==> config.mk <==
export PLATFORM = sky130hd
export DESIGN_NAME = ext_wait_ctrl
export DESIGN_NICKNAME = d
export VERILOG_FILES = /design/src/rtl/ewc_pkg.sv /design/src/rtl/ewc_cfg_sel.sv /design/src/rtl/ewc_seq.sv /design/src/rtl/ewc_out.sv /design/src/rtl/ext_wait_ctrl.sv
export SDC_FILE = /design/constraint.sdc
export NUM_CORES = 1
export LEC_CHECK = 0
export BUFFER_PORTS_ARGS = -buffer_cell sky130_fd_sc_hd__buf_2
export CORE_UTILIZATION = 43
export CTS_CLUSTER_DIAMETER = 40
export DETAILED_ROUTE_END_ITERATION = 16
export MAX_ROUTING_LAYER = met4
export PLACE_DENSITY = 0.87
export REMOVE_ABC_BUFFERS = 1
export SETUP_SLACK_MARGIN = 0.05
export SLEW_MARGIN = 20
export SYNTH_ARGS = -nofsm -noshare
export SYNTH_HDL_FRONTEND = slang
export SYNTH_SLANG_ARGS = --single-unit
export TNS_END_PERCENT = 5
==> constraint.sdc <==
create_clock -name clk_i -period 1.5 [get_ports clk_i]
set_input_delay 0.3 -clock clk_i [delete_from_list [all_inputs] [get_ports clk_i]]
set_output_delay 0.3 -clock clk_i [all_outputs]
set_load 0.05 [all_outputs]
==> src/rtl/ewc_pkg.sv <==
package ewc_pkg;
  localparam int WC_W  = 2;
  localparam int LEN_W = 3;

  typedef struct packed {
    logic             nowait;
    logic             err;
    logic [LEN_W-1:0] len;
  } cyc_cfg_t;

  function automatic cyc_cfg_t decode_cfg(input logic sw_en, input logic nw,
                                          input logic mux, input logic wr,
                                          input logic [WC_W-1:0] wc);
    cyc_cfg_t         c;
    logic [LEN_W-1:0] waits;
    c.err    = nw & (mux | sw_en);
    c.nowait = nw & ~mux & ~sw_en;
    if (c.err)             waits = LEN_W'(1);
    else if (wc == 2'b11)  waits = LEN_W'(3);  // reserved code aliases 10b
    else                   waits = LEN_W'(wc) + LEN_W'(1);
    if (mux && waits == LEN_W'(1)) waits = LEN_W'(2);
    if (c.nowait) c.len = wr ? LEN_W'(2) : LEN_W'(1);
    else          c.len = waits + LEN_W'(1);
    return c;
  endfunction
endpackage

==> src/rtl/ewc_cfg_sel.sv <==
module ewc_cfg_sel
  import ewc_pkg::*;
#(
  parameter int N_AREA = 4,
  localparam int AREA_W = $clog2(N_AREA)
) (
  input  logic                   sw_wait_en_i,
  input  logic [N_AREA-1:0]      no_wait_i,
  input  logic [N_AREA*WC_W-1:0] wait_cnt_i,
  input  logic [N_AREA-1:0]      mux_mode_i,
  input  logic                   wr_i,
  input  logic [AREA_W-1:0]      area_i,
  output cyc_cfg_t               cfg_o
);
  logic [WC_W-1:0] wc_sel;

  assign wc_sel = wait_cnt_i[area_i*WC_W +: WC_W];
  assign cfg_o  = decode_cfg(sw_wait_en_i, no_wait_i[area_i],
                             mux_mode_i[area_i], wr_i, wc_sel);
endmodule

==> src/rtl/ewc_seq.sv <==
module ewc_seq
  import ewc_pkg::*;
#(
  parameter int N_AREA = 4,
  localparam int AREA_W = $clog2(N_AREA)
) (
  input  logic              clk_i,
  input  logic              rst_ni,
  input  logic              req_i,
  input  logic              wr_i,
  input  logic [AREA_W-1:0] area_i,
  input  cyc_cfg_t          cfg_i,
  input  logic              rdy_ni,
  output logic              busy_o,
  output logic [LEN_W-1:0]  cnt_o,
  output logic              wr_q_o,
  output logic [AREA_W-1:0] area_q_o,
  output logic              nowait_q_o,
  output logic              err_q_o,
  output logic              done_o
);
  localparam logic [LEN_W-1:0] CNT_MAX = '1;

  logic [LEN_W-1:0] len_q;
  logic             accept;

  assign accept = req_i & ~busy_o;
  // ready matters only once the programmed length is reached
  assign done_o = busy_o & (cnt_o >= len_q) & (nowait_q_o | ~rdy_ni);

  always_ff @(posedge clk_i or negedge rst_ni) begin
    if (!rst_ni) begin
      busy_o     <= 1'b0;
      cnt_o      <= '0;
      len_q      <= '0;
      wr_q_o     <= 1'b0;
      area_q_o   <= '0;
      nowait_q_o <= 1'b0;
      err_q_o    <= 1'b0;
    end else if (accept) begin
      busy_o     <= 1'b1;
      cnt_o      <= LEN_W'(1);
      len_q      <= cfg_i.len;
      wr_q_o     <= wr_i;
      area_q_o   <= area_i;
      nowait_q_o <= cfg_i.nowait;
      err_q_o    <= cfg_i.err;
    end else if (done_o) begin
      busy_o  <= 1'b0;
      cnt_o   <= '0;
      err_q_o <= 1'b0;
    end else if (busy_o && cnt_o != CNT_MAX) begin
      cnt_o <= cnt_o + LEN_W'(1);
    end
  end
endmodule

==> src/rtl/ewc_out.sv <==
module ewc_out
  import ewc_pkg::*;
#(
  parameter int N_AREA = 4,
  localparam int AREA_W = $clog2(N_AREA)
) (
  input  logic              busy_i,
  input  logic [LEN_W-1:0]  cnt_i,
  input  logic              wr_q_i,
  input  logic [AREA_W-1:0] area_q_i,
  input  logic              nowait_q_i,
  output logic [N_AREA-1:0] cs_o,
  output logic              rd_o,
  output logic              wr_o
);
  logic strobe_win;

  for (genvar g = 0; g < N_AREA; g++) begin : g_cs
    assign cs_o[g] = busy_i & (area_q_i == AREA_W'(g));
  end

  assign strobe_win = busy_i & (cnt_i >= LEN_W'(2));
  assign rd_o = ~wr_q_i & (strobe_win | (busy_i & nowait_q_i));
  assign wr_o = wr_q_i & strobe_win;
endmodule

==> src/rtl/ext_wait_ctrl.sv <==
module ext_wait_ctrl
  import ewc_pkg::*;
#(
  parameter int N_AREA = 4,
  localparam int AREA_W = $clog2(N_AREA)
) (
  input  logic                   clk_i,
  input  logic                   rst_ni,
  input  logic                   sw_wait_en_i,
  input  logic [N_AREA-1:0]      no_wait_i,
  input  logic [N_AREA*WC_W-1:0] wait_cnt_i,
  input  logic [N_AREA-1:0]      mux_mode_i,
  input  logic                   req_i,
  input  logic                   wr_i,
  input  logic [AREA_W-1:0]      area_i,
  input  logic                   rdy_ni,
  output logic [N_AREA-1:0]      cs_o,
  output logic                   rd_o,
  output logic                   wr_o,
  output logic                   busy_o,
  output logic                   done_o,
  output logic                   cfg_err_o
);
  cyc_cfg_t          cfg;
  logic [LEN_W-1:0]  cnt;
  logic              wr_q, nowait_q, err_q;
  logic [AREA_W-1:0] area_q;

  ewc_cfg_sel #(.N_AREA(N_AREA)) u_cfg (
    .sw_wait_en_i(sw_wait_en_i), .no_wait_i(no_wait_i),
    .wait_cnt_i(wait_cnt_i), .mux_mode_i(mux_mode_i),
    .wr_i(wr_i), .area_i(area_i), .cfg_o(cfg)
  );

  ewc_seq #(.N_AREA(N_AREA)) u_seq (
    .clk_i(clk_i), .rst_ni(rst_ni), .req_i(req_i), .wr_i(wr_i),
    .area_i(area_i), .cfg_i(cfg), .rdy_ni(rdy_ni), .busy_o(busy_o),
    .cnt_o(cnt), .wr_q_o(wr_q), .area_q_o(area_q),
    .nowait_q_o(nowait_q), .err_q_o(err_q), .done_o(done_o)
  );

  ewc_out #(.N_AREA(N_AREA)) u_out (
    .busy_i(busy_o), .cnt_i(cnt), .wr_q_i(wr_q), .area_q_i(area_q),
    .nowait_q_i(nowait_q), .cs_o(cs_o), .rd_o(rd_o), .wr_o(wr_o)
  );

  assign cfg_err_o = busy_o & err_q;
endmodule

==> run metrics <==
Clock Power Share 9.4%; average wire per standard cell ~15 µm; row count 15; Finished Layout Cells between 150 and 200; M1 WL 850 µm; Internal Power 1.499 mW; Commonest cells post-synth nand2_1, dfrtp_1, ha_1, o21ai_0, nor2_1; Slew @ Worst Pin 386.2 ps; RePlAce Congestion 0.7897; IO Port Bufs 32; Post-synth EDFFs 0; drt first pass iters 4; Die Area ~0.0022 mm²; Final WS setup -422.7 ps; arrival time worst endpoint 1620 ps; CP peak stage delay between 400 and 500 ps; max_cap viols 0; pin count of the biggest net entering global routing 14; Achievable Freq between 0.5 and 0.6 GHz; CP delay by family, top flip-flops; DR iter-0 viols 15; Lkg Pwr between 0.6 and 0.7 nW; dpl hpwl 1633 µm; Placed Instances 154; Netlist cell types 32; Mapped Cells 89; DR WL met2 ~1500 µm; FILL cells 120; routed wl met3 128 µm; CTS Buffer Depth 2; synthesized flop and latch total 12; DIE HEIGHT 46.42 µm; Hold WC Path Type input port to register; Skew-Pair Late Insertion Delay 290 ps; post-synth top area share between 30% and 40%; Final Cycle Share 128.2%; antenna violations before repair 0; Final Critical Period 1923 ps; Critical Path Fanout Max 2; clk sinks 12; ys flop type dfrtp_1; Die Wd 46.42 µm; Hold WS 281.7 ps; Post-Syn Area roughly 850 µm²; CTS H-tree lvls 1; Setup crit start kind register; CORE AREA ~0.0018 mm²; critical-path cell list inv_2 -> ha_4 -> nand2b_4 -> a21o_1 -> a21oi_2 -> nor2_2 -> buf_6; final net count 169; register area share after synthesis 35.40%; DR top layer met4; antenna violation net count after detailed routing 0; Synth area leaders dfrtp_1, ha_1, mux4_1; fraction of layout cells with a size suffix above 1 53.28%; CTS tree done; Total GRT Usage 26.48%; peak supply drop 1.109 mV; crit end category output port; Area Growth Syn to Fin 52.36%; Clock Pin Slew Worst Setup and Hold Paths 80 ps; dominant cell by count in the synthesized netlist nand2_1; Buffers & Inverters on Critical Path 2; fin. max-slew vios 0; Logic pwr share 68.2%; Initial Util 47.58%; Pwr Density 2203 mW/mm²; Sw Share 47.37%; FFs w/ async S/R, synth 100.0%; I/O pin cnt 33; RSZ-0062 raised after global routing yes; failing checks setup timing; part of the power in registers 22.4%; vias per cell 5.457; Yosys top cell by area dfrtp_1; normalized max-slew margin 74.25%; remaining global-route overflow 0; Switch Pwr ~1.3 mW; Setup Skew between 8 and 9 ps; Num CTS Buffers 3; outcome complete, but fails checks; Vias 884; endpoints failing setup 10; WS Path Type register to output port; clock root cell clkbuf_4; global-route wire length before repair about 3700 µm; Avg Inst Size Synth 9.532 µm²; Crit-path slowest cell dfrtp_1; number of global-route vias before repair between 800 and 900; Routed WL about 2500 µm; DRC 0; overall power 2.847 mW; endpoints failing hold 0; YS warnings 0; ANT cells 0; Required @ worst endpoint ~1200 ps
==> logic make-up (layout without fill, tap and decap cells) <==
kind of cell / after synthesis / after routing / share of synthesized area, %
compound gates: 18 / 18 / 13.13
mux: 5 / 5 / 12.68
flops: 12 / 12 / 35.40
simple gates: 38 / 38 / 22.86
fa+ha+maj: 7 / 7 / 10.32
xor+xnor: 1 / 1 / 1.033
buf+inv: 8 / 56 / 4.571
==> worst min-delay path: stages <==
cell and delay, ps:
buf_2 80, nand2_1 70, nand2_1 70
==> per-layer routing <==
layer	up-vias	track usage, %
li1	410	-
met1	418	25.44
met2	50	49.44
met3	6	4.706
met4	0	12.94
met5	-	-
==> cells in the final DEF (no fill, tap or decap), drive strengths merged <==
cell / count
nand3: 2
and3: 1
dlygate4sd3: 1
nor3b: 2
mux4: 4
nor2b: 1
nor3: 2
a21oi: 4
a21o: 2
nor4: 1
o311a: 1
o21ai: 9
nand2b: 4
clkbuf: 4
xnor2: 1
nor2: 7
mux2i: 1
o22ai: 1
buf: 47
inv: 4
ha: 7
nand2: 15
and2: 1
nand3b: 1
dfrtp: 12
o221ai: 1
and3b: 1
==> area by class of cell <==
class                   instances  area [µm²]  share of cell area (%)
multi-input cells              69       575.6                   44.53
repair buffers                 48       332.8                   25.75
flip-flops and latches         12       301.5                   23.33
clock buffers                   4       36.28                   2.807
well taps                      25       31.28                   2.420
inverters                       4       15.01                   1.162
==> state kept, by name, summed over array words and instances (netlist names) <==
| register | cells |
|---|---|
| u_seq.busy_o | 1 |
| u_seq.cnt_o | 3 |
| u_seq.nowait_q_o | 1 |
| u_seq.err_q_o | 1 |
| u_seq.wr_q_o | 1 |
| u_seq.len_q | 3 |
| u_seq.area_q_o | 2 |
==> power by group through the flow <==
stage               Clock (mW)  Combinational (mW)  Sequential (mW)
floorplan                    0               0.949            0.617
global placement             0                1.37            0.592
detailed placement           0                1.43            0.606
CTS                      0.258                1.81            0.616
global route             0.281                2.11            0.651
finish                   0.268                1.94            0.638
==> worst paths after layout <==
check	from	to	depth (start not counted)	slack, ps
max in group asynchronous	rst_ni	u_seq.busy_o	2	830
max	u_seq.cnt_o[0]	done_o	7	-420
min reg2reg	u_seq.len_q[2]	u_seq.len_q[2]	2	560
min in group asynchronous	rst_ni	u_seq.cnt_o[0]	2	430
min	wr_i	u_seq.wr_q_o	3	280
max reg2reg	u_seq.cnt_o[0]	u_seq.cnt_o[0]	9	-140
==> through the flow <==
step                util, %  TNS (ps)  worst slack (ps)  area [µm²]
floorplan                 -     -5717            -774.1       824.5
global placement      62.04     -1249            -351.6        1106
detailed placement    62.04     -1945            -453.1        1106
CTS                   70.60     -1451            -378.7        1259
global route          72.49     -2636            -506.2        1292
finish                72.49     -1730            -422.7        1292
==> repair_timing <==
| item | in CTS | in global routing |
|---|---|---|
| pin swaps | 10 | 3 |
| setup buffers | 2 | 1 |
| endpoints found under the setup margin | 16 | 15 |
| endpoints found under the hold margin | 12 | 0 |
| hold buffers | 1 | 0 |
| resized for setup | 30 | 5 |
(Power assumes the default switching activity.)
